## src/rtl/spwm3l_pkg.sv

```systemverilog
package spwm3l_pkg;

  typedef enum logic [1:0] {
    LVL_ZERO = 2'b00,
    LVL_POS  = 2'b01,
    LVL_NEG  = 2'b11
  } level_e;

  typedef enum logic {
    DISP_INPHASE = 1'b0,
    DISP_OPPOSED = 1'b1
  } disp_e;

  typedef struct packed {
    logic s1;
    logic s2;
    logic s1n;
    logic s2n;
  } gates_t;

  function automatic gates_t level_to_gates(level_e lv);
    gates_t g;
    case (lv)
      LVL_POS: g = '{s1: 1'b1, s2: 1'b1, s1n: 1'b0, s2n: 1'b0};
      LVL_NEG: g = '{s1: 1'b0, s2: 1'b0, s1n: 1'b1, s2n: 1'b1};
      default: g = '{s1: 1'b0, s2: 1'b1, s1n: 1'b1, s2n: 1'b0};
    endcase
    return g;
  endfunction

endpackage

```

## src/rtl/spwm3l_phase.sv

```systemverilog
module spwm3l_phase
  import spwm3l_pkg::*;
#(
  parameter int PW      = 16,
  parameter int DW      = 16,
  parameter int LUT_AW  = 8,
  parameter int RATIO_W = 8,
  parameter int MI_W    = 10
) (
  input  logic               clk,
  input  logic               rst,
  input  logic [PW-1:0]      freq_word,
  input  logic [RATIO_W-1:0] ratio,
  input  logic [MI_W-1:0]    mi_in,
  input  disp_e              mode_in,
  output logic [LUT_AW-1:0]  rom_addr,
  output logic [DW-2:0]      tri_a,
  output logic [MI_W-1:0]    mi_act,
  output disp_e              mode_act
);

  logic [PW-1:0] ref_ph;
  logic [PW-1:0] car_ph;
  logic [PW-1:0] step;
  logic [PW:0]   car_sum;
  logic          wrap;

  // carrier phase is ratio times the reference phase, kept exact by a shared step
  assign step     = freq_word * {{(PW-RATIO_W){1'b0}}, ratio};
  assign car_sum  = {1'b0, car_ph} + {1'b0, step};
  assign wrap     = car_sum[PW];
  assign rom_addr = ref_ph[PW-1 -: LUT_AW];
  // fold the carrier phase into an up/down triangle starting at band bottom
  assign tri_a    = car_ph[PW-1] ? ~car_ph[PW-2 -: DW-1] : car_ph[PW-2 -: DW-1];

  always_ff @(posedge clk) begin
    if (rst) begin
      ref_ph   <= '0;
      car_ph   <= '0;
      mi_act   <= '0;
      mode_act <= DISP_INPHASE;
    end else begin
      ref_ph <= ref_ph + freq_word;
      car_ph <= car_sum[PW-1:0];
      if (wrap) begin
        mi_act   <= mi_in;
        mode_act <= mode_in;
      end
    end
  end

  AST_SETTING_HOLD: assert property (@(posedge clk) disable iff (rst)
    (!rst && !wrap) |=> ($stable(mi_act) && $stable(mode_act)));

endmodule

```

## src/rtl/spwm3l_sine_rom.sv

```systemverilog
module spwm3l_sine_rom #(
  parameter int AW = 8,
  parameter int DW = 16
) (
  input  logic                 clk,
  input  logic [AW-1:0]        addr,
  output logic signed [DW-1:0] data
);

  localparam int DEPTH = 1 << AW;

  logic signed [DW-1:0] mem [0:DEPTH-1];

  // half-sample offset makes entry i+DEPTH/2 the exact negative of entry i
  function automatic logic signed [DW-1:0] sine_at(int idx);
    real ang;
    real amp;
    ang = 2.0 * 3.14159265358979 * (real'(idx) + 0.5) / real'(DEPTH);
    amp = real'((1 << (DW-1)) - 1);
    return DW'($rtoi(amp * $sin(ang)));
  endfunction

  initial begin
    for (int i = 0; i < DEPTH; i++) mem[i] = sine_at(i);
  end

  always_ff @(posedge clk) data <= mem[addr];

endmodule

```

## src/rtl/spwm3l_refpath.sv

```systemverilog
module spwm3l_refpath
  import spwm3l_pkg::*;
#(
  parameter int DW      = 16,
  parameter int LUT_AW  = 8,
  parameter int MI_W    = 10,
  parameter int MI_FRAC = 8,
  parameter int RW      = DW + MI_W + 1 - MI_FRAC
) (
  input  logic                 clk,
  input  logic                 rst,
  input  logic [LUT_AW-1:0]    rom_addr,
  input  logic [DW-2:0]        tri_a,
  input  logic [MI_W-1:0]      mi_act,
  input  disp_e                mode_act,
  output logic signed [RW-1:0] ref_c,
  output logic [DW-2:0]        tri_c,
  output disp_e                mode_c
);

  localparam int PRW = DW + MI_W + 1;

  logic signed [DW-1:0]  lut_q;
  logic [DW-2:0]         tri_b;
  logic [MI_W-1:0]       mi_b;
  disp_e                 mode_b;
  logic signed [PRW-1:0] prod;

  spwm3l_sine_rom #(.AW(LUT_AW), .DW(DW)) u_rom (
    .clk  (clk),
    .addr (rom_addr),
    .data (lut_q)
  );

  assign prod = lut_q * $signed({1'b0, mi_b});

  always_ff @(posedge clk) begin
    if (rst) begin
      tri_b  <= '0;
      mi_b   <= '0;
      mode_b <= DISP_INPHASE;
      ref_c  <= '0;
      tri_c  <= '0;
      mode_c <= DISP_INPHASE;
    end else begin
      tri_b  <= tri_a;
      mi_b   <= mi_act;
      mode_b <= mode_act;
      ref_c  <= RW'(prod >>> MI_FRAC);
      tri_c  <= tri_b;
      mode_c <= mode_b;
    end
  end

  AST_ZERO_INDEX_REF: assert property (@(posedge clk) disable iff (rst)
    (!rst && mi_b == '0) |=> (ref_c == '0));

endmodule

```

## src/rtl/spwm3l_compare.sv

```systemverilog
module spwm3l_compare
  import spwm3l_pkg::*;
#(
  parameter int DW = 16,
  parameter int RW = 19
) (
  input  logic                 clk,
  input  logic                 rst,
  input  logic signed [RW-1:0] ref_c,
  input  logic [DW-2:0]        tri_c,
  input  disp_e                mode_c,
  output level_e               level_q,
  output gates_t               gates_q
);

  localparam int HALF = 1 << (DW-1);
  localparam int FS   = HALF - 1;

  logic signed [RW-1:0] car_up;
  logic signed [RW-1:0] car_lo;
  logic                 above_up;
  logic                 above_lo;
  level_e               level_d;

  assign car_up = $signed({{(RW-DW+1){1'b0}}, tri_c});

  // opposed carrier is the mirror of the upper band: -1 - up equals ~up
  generate
    if (DW > 1) begin : g_lower
      always_comb begin
        if (mode_c == DISP_OPPOSED) car_lo = ~car_up;
        else                        car_lo = car_up - RW'(HALF);
      end
    end
  endgenerate

  assign above_up = ref_c > car_up;
  assign above_lo = ref_c > car_lo;

  always_comb begin
    if (above_up)      level_d = LVL_POS;
    else if (above_lo) level_d = LVL_ZERO;
    else               level_d = LVL_NEG;
  end

  always_ff @(posedge clk) begin
    if (rst) begin
      level_q <= LVL_ZERO;
      gates_q <= level_to_gates(LVL_ZERO);
    end else begin
      level_q <= level_d;
      gates_q <= level_to_gates(level_d);
    end
  end

  AST_ZERO_REF_LEVEL: assert property (@(posedge clk) disable iff (rst)
    (!rst && ref_c == '0) |=> (level_q == LVL_ZERO));
  AST_OVERMOD_POS: assert property (@(posedge clk) disable iff (rst)
    (!rst && ref_c > RW'(FS)) |=> (level_q == LVL_POS));
  AST_OVERMOD_NEG: assert property (@(posedge clk) disable iff (rst)
    (!rst && ref_c < -RW'(HALF)) |=> (level_q == LVL_NEG));
  AST_GATE_COMPL: assert property (@(posedge clk) disable iff (rst)
    (gates_q.s1 != gates_q.s1n) && (gates_q.s2 != gates_q.s2n));
  AST_ZERO_MAP: assert property (@(posedge clk) disable iff (rst)
    (level_q == LVL_ZERO) |-> (gates_q.s2 && gates_q.s1n && !gates_q.s1 && !gates_q.s2n));

endmodule

```

## src/rtl/spwm3l_gen.sv

```systemverilog
module spwm3l_gen
  import spwm3l_pkg::*;
#(
  parameter int PW      = 16,
  parameter int DW      = 16,
  parameter int LUT_AW  = 8,
  parameter int RATIO_W = 8,
  parameter int MI_W    = 10,
  parameter int MI_FRAC = 8
) (
  input  logic               clk,
  input  logic               rst,
  input  logic [PW-1:0]      freq_word,
  input  logic [RATIO_W-1:0] ratio,
  input  logic [MI_W-1:0]    mod_index,
  input  logic               disp_mode,
  output logic               gate_s1,
  output logic               gate_s2,
  output logic               gate_s1n,
  output logic               gate_s2n,
  output logic [1:0]         level
);

  localparam int RW = DW + MI_W + 1 - MI_FRAC;

  logic [LUT_AW-1:0]    rom_addr;
  logic [DW-2:0]        tri_a;
  logic [MI_W-1:0]      mi_act;
  disp_e                mode_act;
  logic signed [RW-1:0] ref_c;
  logic [DW-2:0]        tri_c;
  disp_e                mode_c;
  level_e               level_q;
  gates_t               gates_q;

  spwm3l_phase #(
    .PW(PW), .DW(DW), .LUT_AW(LUT_AW), .RATIO_W(RATIO_W), .MI_W(MI_W)
  ) u_phase (
    .clk       (clk),
    .rst       (rst),
    .freq_word (freq_word),
    .ratio     (ratio),
    .mi_in     (mod_index),
    .mode_in   (disp_e'(disp_mode)),
    .rom_addr  (rom_addr),
    .tri_a     (tri_a),
    .mi_act    (mi_act),
    .mode_act  (mode_act)
  );

  spwm3l_refpath #(
    .DW(DW), .LUT_AW(LUT_AW), .MI_W(MI_W), .MI_FRAC(MI_FRAC), .RW(RW)
  ) u_ref (
    .clk      (clk),
    .rst      (rst),
    .rom_addr (rom_addr),
    .tri_a    (tri_a),
    .mi_act   (mi_act),
    .mode_act (mode_act),
    .ref_c    (ref_c),
    .tri_c    (tri_c),
    .mode_c   (mode_c)
  );

  spwm3l_compare #(.DW(DW), .RW(RW)) u_cmp (
    .clk     (clk),
    .rst     (rst),
    .ref_c   (ref_c),
    .tri_c   (tri_c),
    .mode_c  (mode_c),
    .level_q (level_q),
    .gates_q (gates_q)
  );

  assign gate_s1  = gates_q.s1;
  assign gate_s2  = gates_q.s2;
  assign gate_s1n = gates_q.s1n;
  assign gate_s2n = gates_q.s2n;
  assign level    = level_q;

endmodule

```

## config.mk

```make
export PLATFORM = sky130hd
export DESIGN_NAME = spwm3l_gen
export DESIGN_NICKNAME = d
export VERILOG_FILES = /design/src/rtl/spwm3l_pkg.sv /design/src/rtl/spwm3l_phase.sv /design/src/rtl/spwm3l_sine_rom.sv /design/src/rtl/spwm3l_refpath.sv /design/src/rtl/spwm3l_compare.sv /design/src/rtl/spwm3l_gen.sv
export SDC_FILE = /design/constraint.sdc
export NUM_CORES = 1
export LEC_CHECK = 0
export BUFFER_PORTS_ARGS = -buffer_cell sky130_fd_sc_hd__buf_2
export CORE_UTILIZATION = 40
export CTS_BUF_LIST = sky130_fd_sc_hd__clkbuf_2 sky130_fd_sc_hd__clkbuf_4 sky130_fd_sc_hd__clkbuf_8
export CTS_CLUSTER_DIAMETER = 30
export DETAILED_ROUTE_END_ITERATION = 12
export HOLD_SLACK_MARGIN = 0.1
export SETUP_SLACK_MARGIN = 0.5
export SLEW_MARGIN = 40
export SYNTH_ARGS = -nofsm -noshare
export SYNTH_HDL_FRONTEND = slang
export SYNTH_SLANG_ARGS = --single-unit
```

## constraint.sdc

```tcl
create_clock -name clk -period 13.74 [get_ports clk]
set_input_delay 4.122 -clock clk [delete_from_list [all_inputs] [get_ports clk]]
set_output_delay 4.122 -clock clk [all_outputs]
set_load 0.02 [all_outputs]
```

== After elaboration in Yosys (flattened, before gate mapping) ==
Memory sizes are Yosys's and may differ from the RTL's. A register that Yosys moved wholly into a read port is not among the register bits.
Index checks and enable logic that the tools add are counted.
Storage, ports and cells
  register bits: 110
  memory bits (read-only): 4096
  bits of input ports: 37
  output and inout bits: 6
  logic and storage cells: 32
  memories kept: 1
Memory list
  u_ref.u_rom.mem: words 256, width 16, read ports 1, clocked after memory_dff 1, write ports 0, RTL line spwm3l_sine_rom.sv:12  | logic signed [DW-1:0] mem [0:DEPTH-1];
Operators by class
  add/sub/neg operators: 3
  multiply operators: 2
  order comparisons: 2
  equality and inequality tests: 2
  multiplexer cells: 5
  bitwise operators: 2
Operators by type and width (count)
  $mul 16x11->27: 1
  $gt 19x16->1: 1
  $gt 19x19->1: 1
  $mux 19: 1
  $not 15->19: 1
  $add 16x16->17: 1
  $sub 15x16->17 const B: 1
  $add 16x16->16: 1
  $mul 16x8->16: 1
  $mux 15: 1
  $not 15->15: 1
  $pmux 4 s2: 1
  $mux 2: 2
  $eq 2x1->1 const B: 1
  $eq 2x2->1 const B: 1

== Logic depth before layout (Yosys ltp) ==
Gate-level depths: netlist of the first run.
  depth after elaboration: 7
  gate-level depth with buffers: 26
  depth with buffers taken out: 24

== Modules after synthesis ==
From an unflattened synthesis of the first run, not the netlist that was laid out.
Second synthesis, totals
  cell total of the unflattened synthesis: 2374
  area, all modules: 19531.2 um^2
By module, submodules not included
  spwm3l_refpath: times used 1, cells an instance 859, area an instance 7837.5 um^2, seq. area each 1221.2 um^2
  spwm3l_phase: times used 1, cells an instance 653, area an instance 5661.7 um^2, seq. area each 860.8 um^2
  spwm3l_sine_rom: times used 1, cells an instance 735, area an instance 5019.8 um^2, seq. area each 320.3 um^2
  spwm3l_compare: times used 1, cells an instance 127, area an instance 1012.2 um^2, seq. area each 100.1 um^2

== Worst setup path after synthesis of the first run ==
OpenSTA, ideal clock, no wires.
  path kind: input port to flip-flop
  start point: input ratio[2]
  end point: register u_phase.mi_act[0]
  setup time: 0.121 ns
  arrival time: 9.148 ns
  data required time: 13.619 ns
  setup slack: 4.471 ns
  stages: 24
  buffers on the path: 2
  cells stage by stage: clkbuf_1 nand2_1 fa_1 fa_1 inv_1 fa_1 inv_1 fa_1 inv_1 ha_1 inv_1 o21bai_1 a21oi_1 o21bai_1 a41oi_1 nor2b_1 xnor2_1 ha_1 a21o_1 a41oi_2 o21ai_0 a21oi_1 buf_4 mux2_2
On the way
  longest elaborated chain between the ends: 2
RTL lines
  start, declared: RTL line spwm3l_gen.sv:14  | input logic [RATIO_W-1:0] ratio,
  $mul 16x8->16: RTL line spwm3l_phase.sv:29  | assign step = freq_word * {{(PW-RATIO_W){1'b0}}, ratio};
  $add 16x16->17: RTL line spwm3l_phase.sv:30  | assign car_sum = {1'b0, car_ph} + {1'b0, step};
  end signal, assigned: RTL line spwm3l_phase.sv:46  | mi_act <= mi_in;
  end, declared: RTL line spwm3l_phase.sv:18  | output logic [MI_W-1:0] mi_act,
No other way between the ends.
A chain may end at the register's enable or synchronous reset.

== Worst setup path in the final report of the first run ==
  start point: input ratio[2]
  end point: register u_phase.mi_act[5]
Same word-level chain as after synthesis.

==> run_results.csv, run 1 <==
group,metric,value,unit
timing,finalMaxSlewViolations,0,
power,vdd_drop_max,0.2145,mV
critical_path,critPathMaxStageDelay,0.60,ns
place,hpwl,40200,um
clock_tree,clockBufferDepth,2,
critical_path,r2r_setup_slack,7.97,ns
routing,drt.antenna.violating_nets,0,
timing,fin_skew,0.01526,ns
worst_hold_path,hold_path.class,"reg2reg",
timing,tightest_slew,0.8860,ns
layout,final_cell_mix,"inv_1 (293), nand2_1 (225), fa_1 (206)",
synth,synth_fa_ha_area_frac,0.3330,
critical_path,cp_max_fo,14,
global_routing,grt-ovfl-total,0,
critical_path,timing.rr.end,"u_ref.ref_c[17]$_SDFF_PP0_",
power,leakage,8.456,nW
synth,synth_nets,2688,
place,finalWeightedCongestion,0.9740,
timing,fmax,0.1056,GHz
run_status,status,"completed",
critical_path,cp-startpoint,"ratio[2]",
synth,yosys_warnings,0,
synth,synth_top_family_by_area,"adder cells",
synth,synth_area,0.01840,sq mm
flow_run,cap_violations,0,
routing,wl_per_cell,18.67,um
clock_tree,cts_resized,0,
floorplan,die_y,216.5,um
timing,timing.final.crit_period,9.470,ns
timing,timing.final.crit_share,0.6892,
timing,setup_ws,4.270,ns
synth,async_flop_share,0,
critical_path,crit_top_cell,"fa_1",
floorplan,num_io_pins,43,
synth,synthCells,2285,
routing,wirelength,52900,um
clock_tree,insertion_delay,0.46,ns
timing,setup_tns,0,ns
clock_tree,post-cts-setup-buffers,0,
routing,first_pass_iters,6,
timing,hold_violations,0,
layout,final_common_cell,"inv_1",
power,powerDensity,223.3,mW/mm^2
clock_tree,cts_tree,"done",
synth,avgSynthCellArea,8.051,sq um
global_routing,grt.total_usage,0.2307,
synth,synth_top_flop_cell,"dfxtp_1",
global_routing,grt_max_degree,83,
routing,route.detailed.drc,0,
clock_tree,clk_transition_reported_paths,0.08,ns
critical_path,rr_startpoint,"u_ref.mi_b[2]$_SDFF_PP0_",
floorplan,die-area,0.04685,sq mm
timing,setup_viol,0,
global_routing,grt_first_pass_wirelength,85840,um
floorplan,coreArea,0.04538,sq mm
clock_tree,h-tree-depth,4,
critical_path,crit_chain,"buf_2 -> and2_1 -> fa_1 -> fa_1 -> inv_1 -> fa_1 -> fa_1 -> inv_1 -> ha_1 -> a21oi_1 -> o21bai_1 -> a21oi_1 -> o21bai_1 -> a41oi_1 -> nor2b_1 -> xnor2_1 -> ha_1 -> a21o_1 -> a41oi_2 -> o21ai_0 -> a21oi_2 -> mux2_2",
place,pre_cts_ws,3.725,ns
synth,synth_edf_count,0,
synth,yosysSeqAreaShare,0.1360,
layout,drive_gt1_frac,0.06759,
synth,synth-seq-cells,125,
critical_path,worstSetupEndpointType,"flop",
routing,drt-initial-drc-count,1514,
floorplan,initial_core_util,0.4054,
routing,num_vias,15980,
critical_path,crit_slowest_cell,"a21oi_2",
clock_tree,cts_inserted_buffers,17,
critical_path,critical_path_class,"in2reg",
clock_tree,cts_sinks,125,
synth,synth_mux_area_frac,0.02972,
clock_tree,root_buffer,"clkbuf_8",
place,numPortBuffers,42,
critical_path,crit_arrival,9.81,ns
synth,synth_xor_area_frac,0.04332,
timing,rsz0062_at_grt,"no",
floorplan,rows,78,
layout,antenna_cells,0,
synth,ys_types,79,
layout,nets,2624,
critical_path,endpoint,"u_phase.mi_act[5]$_SDFFE_PP0P_",
critical_path,cp.required,14.08,ns
layout,postLayoutCoreUtil,0.4259,
global_routing,grt_pass1_vias,15970,
synth,synth_compound_area_frac,0.1713,
global_routing,antenna_found_initial,1,
routing,avgViaCountPerCell,5.638,
critical_path,startpoint_type,"input port",
layout,area_growth,5.060,%
synth,synth-simple-area-share,0.1957,
timing,relSlewSlack,0.4093,
floorplan,die_w,216.5,um
clock_tree,cts_hold_buf,0,
critical_path,r2r_cells,16,
report_power, final:
group	leakage, nW	switching [mW]	internal (mW)	total (mW)
Clock	0.196	0.180	0.152	0.332
Sequential	1.03	0.248	0.502	0.751
Combinational	7.23	1.95	1.28	3.23
Total	8.46	2.38	1.93	4.32
layout make-up:
type                            count  area [sq um]
Inverter                          294          1104
Tap cell                          600         750.7
Sequential cell                   125          2519
Clock inverter                     15         171.4
Fill cell                        4607         26050
Clock buffer                       17         234.0
Timing Repair Buffer               57         325.3
Multi-Input combinational cell   1726         14220
cell usage after synthesis, types with 7 or more instances:
cell type | number | area, sq um
o21a_1 | 17 | 127.6
ha_1 | 160 | 2002
xnor2_1 | 67 | 586.8
nand3_1 | 21 | 105.1
o31ai_1 | 8 | 60.06
a22oi_1 | 8 | 60.06
o221ai_1 | 8 | 70.07
a31oi_1 | 18 | 112.6
a221oi_1 | 9 | 78.83
or2_2 | 11 | 68.82
a2111oi_0 | 7 | 61.31
buf_1 | 12 | 45.04
fa_1 | 206 | 4124
mux2_2 | 13 | 146.4
nand4_1 | 9 | 56.30
inv_1 | 293 | 1100
nor2_1 | 171 | 641.9
and2_1 | 140 | 875.8
a21o_1 | 23 | 172.7
and3_1 | 7 | 43.79
clkbuf_1 | 96 | 360.4
o21bai_1 | 10 | 75.07
a311oi_1 | 11 | 96.34
or3_1 | 8 | 50.05
nand2_1 | 225 | 844.6
dfxtp_1 | 125 | 2502
a211oi_1 | 19 | 142.6
buf_2 | 30 | 150.1
nor3_1 | 47 | 235.2
nor2b_1 | 69 | 431.7
o22ai_1 | 16 | 100.1
a21oi_1 | 140 | 700.7
o211ai_1 | 11 | 82.58
nand2b_1 | 16 | 100.1
xor2_1 | 24 | 210.2
o311ai_0 | 7 | 61.31
o21ai_0 | 126 | 630.6
mux2i_1 | 7 | 70.07
mux4_2 | 14 | 315.3
worst min path at each step:
| stage | endpoint | slack, ns | startpoint | depth (start not counted) |
|---|---|---|---|---|
| finish | u_ref.mode_c$_SDFF_PP0_ | 0.44 | u_ref.mode_b$_SDFF_PP0_ | 1 |
| detailed placement | u_ref.mode_c$_SDFF_PP0_ | 0.43 | u_ref.mode_b$_SDFF_PP0_ | 1 |
| CTS | u_ref.mode_c$_SDFF_PP0_ | 0.44 | u_ref.mode_b$_SDFF_PP0_ | 1 |
| global route | u_ref.mode_c$_SDFF_PP0_ | 0.45 | u_ref.mode_b$_SDFF_PP0_ | 1 |
| global placement | u_ref.tri_c[8]$_SDFF_PP0_ | 0.43 | u_ref.tri_b[8]$_SDFF_PP0_ | 1 |
| floorplan | u_ref.u_rom.data[15]$_DFF_P_ | 0.40 | u_phase.ref_ph[15]$_SDFF_PP0_ | 0 |
kinds of logic (layout without fill, tap and decap cells):
logic type      after synthesis  count (layout)
compound gates              491             491
mux                          35              35
flops                       125             125
simple gates                743             743
fa+ha+maj                   366             366
buf+inv                     434             383
xor+xnor                     91              91
metal layers:
layer	global-route usage	routed length, um
met1	0.3112	23190
met2	0.3666	23880
met3	0.04140	3955
met4	0.08826	1882
met5	0	0
registers in the layout, indices dropped and copies added, names as in the netlist:
signal,count
u_ref.mode_b,1
u_cmp.gates_q,4
u_ref.mode_c,1
u_ref.ref_c,19
u_phase.mi_act,10
u_phase.ref_ph,16
u_ref.mi_b,10
u_ref.tri_b,15
u_ref.u_rom.data,16
u_phase.car_ph,16
u_phase.mode_act,1
u_ref.tri_c,15
u_cmp.level_q,1
metrics by stage:
stage	instances	power, mW	hold WS (ns)	cell area (sq um)
after global placement	2802	3.863	0.4271	18920
after global routing	2834	4.699	0.4454	19330
after CTS	2834	4.267	0.4354	19320
after detailed placement	2802	3.915	0.4261	18920
final	2834	4.315	0.4351	19330
after floorplan	2285	3.063	0.3991	18400
critical path, delay by kind of cell:
kind	cells	cell delay, ns
adder cells (fa/ha/maj)	6	2.50
AO/OA/AOI/OAI	9	2.01
multiplexers	1	0.40
AND/OR/NAND/NOR	2	0.36
buffers and inverters	3	0.28
XOR/XNOR	1	0.14
Power figures use the tool's default switching activity.
==> run 2: changes to the inputs <==
- clock period: 13.74 -> 9.8 ns (I/O delays scaled with it)
==> run_results.csv, run 2 (same netlist as run 1, synthesis figures left out) <==
group,metric,value,unit
clock_tree,cts_inserted_buffers,17,
timing,hold_violations,0,
global_routing,grt_first_pass_wirelength,84710,um
power,powerDensity,310.0,mW/mm^2
run_status,status,"completed",
clock_tree,root_buffer,"clkbuf_8",
layout,top_register,"u_ref.ref_c",
clock_tree,cts_hold_buf,0,
routing,num_vias,15860,
clock_tree,h-tree-depth,4,
global_routing,grt-ovfl-total,0,
layout,regArea,0.002517,sq mm
timing,relSlewSlack,0.4104,
critical_path,cp_max_fo,14,
layout,drive_gt1_frac,0.06762,
routing,wl_per_cell,18.61,um
clock_tree,clockBufferDepth,2,
place,hpwl,39790,um
routing,drt-initial-drc-count,1571,
layout,nFillCells,4578,
timing,setup_viol,0,
critical_path,cp.required,10.14,ns
power,power,5.976,mW
floorplan,die-area,0.04685,sq mm
critical_path,worstSetupEndpointType,"flop",
clock_tree,cts_tree,"done",
routing,first_pass_iters,6,
clock_tree,clk_transition_reported_paths,0.08,ns
global_routing,grt_pass1_vias,15700,
timing,fmax,0.1193,GHz
place,finalWeightedCongestion,0.9863,
global_routing,grt_max_degree,91,
floorplan,die_w,216.5,um
global_routing,antenna_found_initial,0,
place,dpl_cell_area,0.01892,sq mm
layout,antenna_cells,0,
timing,rsz0062_at_grt,"no",
critical_path,crit_arrival,8.73,ns
layout,final_common_cell,"inv_1",
floorplan,initial_core_util,0.4054,
place,numPortBuffers,42,
clock_tree,cts_resized,0,
worst_hold_path,hold_path.class,"reg2reg",
clock_tree,cts_sinks,125,
global_routing,grt.total_usage,0.2276,
place,dpl.cell_count,2801,
layout,area_growth,4.781,%
floorplan,die_y,216.5,um
layout,nets,2623,
floorplan,coreArea,0.04538,sq mm
critical_path,critical_path_class,"in2reg",
timing,setup_tns,0,ns
clock_tree,post-cts-setup-buffers,0,
power,vdd_drop_max,0.3124,mV
routing,route.detailed.drc,0,
routing,drt.antenna.violating_nets,0,
routing,avgViaCountPerCell,5.597,
floorplan,rows,78,
timing,fin_skew,0.01479,ns
layout,final_cell_mix,"inv_1 (293), nand2_1 (225), fa_1 (206)",
layout,multi_input_area,0.01422,sq mm
timing,timing.final.crit_period,8.383,ns
floorplan,num_io_pins,43,
timing,finalMaxSlewViolations,0,
flow_run,cap_violations,0,
routing,wirelength,52710,um
critical_path,startpoint_type,"input port",
power,leakage,8.436,nW
clock_tree,insertion_delay,0.46,ns
critical_path,r2r_setup_slack,4.06,ns
layout,largest_reg_flops,19,
layout,fin_area,0.01928,sq mm
timing,timing.final.crit_share,0.8554,
layout,fin_cells,2833,
timing,tightest_slew,0.8825,ns
[run 2: cell types whose count changed in the layout (fill, tap and decap cells not counted), sizes merged]
cell / delta
clkbuf: +1
bufinv: -1
clkinv: +2
inv: -2
buf: -1
[run 2: layout make-up]
cell class / instances / area share
Multi-Input combinational cell: 1726 / 0.7379
Sequential cell: 125 / 0.1306
Inverter: 294 / 0.05725
Tap cell: 600 / 0.03894
Timing Repair Buffer: 56 / 0.01707
Clock buffer: 18 / 0.01253
Clock inverter: 14 / 0.005712
[run 2: where the power goes]
part	internal [mW]	switching, mW
sequential	0.704	0.317
combinational	1.79	2.75
clock	0.182	0.231
total	2.68	3.30
[run 2: stage by stage]
stage | setup slack (ns) | util | hold WS [ns]
floorplan | 1.713 | - | 0.3991
global placement | 1.080 | 0.4167 | 0.4325
detailed placement | 0.9058 | 0.4168 | 0.4245
CTS | 1.416 | 0.4246 | 0.4337
global route | 1.111 | 0.4248 | 0.4512
finish | 1.417 | 0.4248 | 0.4343
[run 2: final timing paths]
kind / startpoint / to / cells after the start
worst max-delay path: ratio[2] / u_phase.mi_act[4]$_SDFFE_PP0P_ / 22
worst min-delay path: u_ref.mode_b$_SDFF_PP0_ / u_ref.mode_c$_SDFF_PP0_ / 1
worst max register to register: u_ref.mi_b[2]$_SDFF_PP0_ / u_ref.ref_c[17]$_SDFF_PP0_ / 16
worst min register to register: u_ref.mode_b$_SDFF_PP0_ / u_ref.mode_c$_SDFF_PP0_ / 1
[run 2: critical path, stage by stage]
cell and delay, ns:
buf_2 0.18, and2_1 0.18, fa_1 0.45, fa_1 0.53
inv_1 0.07, fa_1 0.49, fa_1 0.49, inv_1 0.04
ha_1 0.31, a21oi_1 0.22, o21bai_1 0.09, a21oi_1 0.23
o21bai_1 0.12, a41oi_1 0.25, nor2b_1 0.18, xnor2_1 0.13
ha_1 0.30, a21o_1 0.19, a41oi_2 0.19, o21ai_0 0.12
a21oi_2 0.62, mux2_2 0.41
[run 2: layer usage]
layer | global-route usage | share of wire | vias to the layer above
li1 | - | - | 7432
met3 | 0.02807 | 0.070 | 100
met5 | 0 | 0 | -
met1 | 0.3131 | 0.44 | 7669
met4 | 0.08310 | 0.033 | 0
met2 | 0.3657 | 0.45 | 654
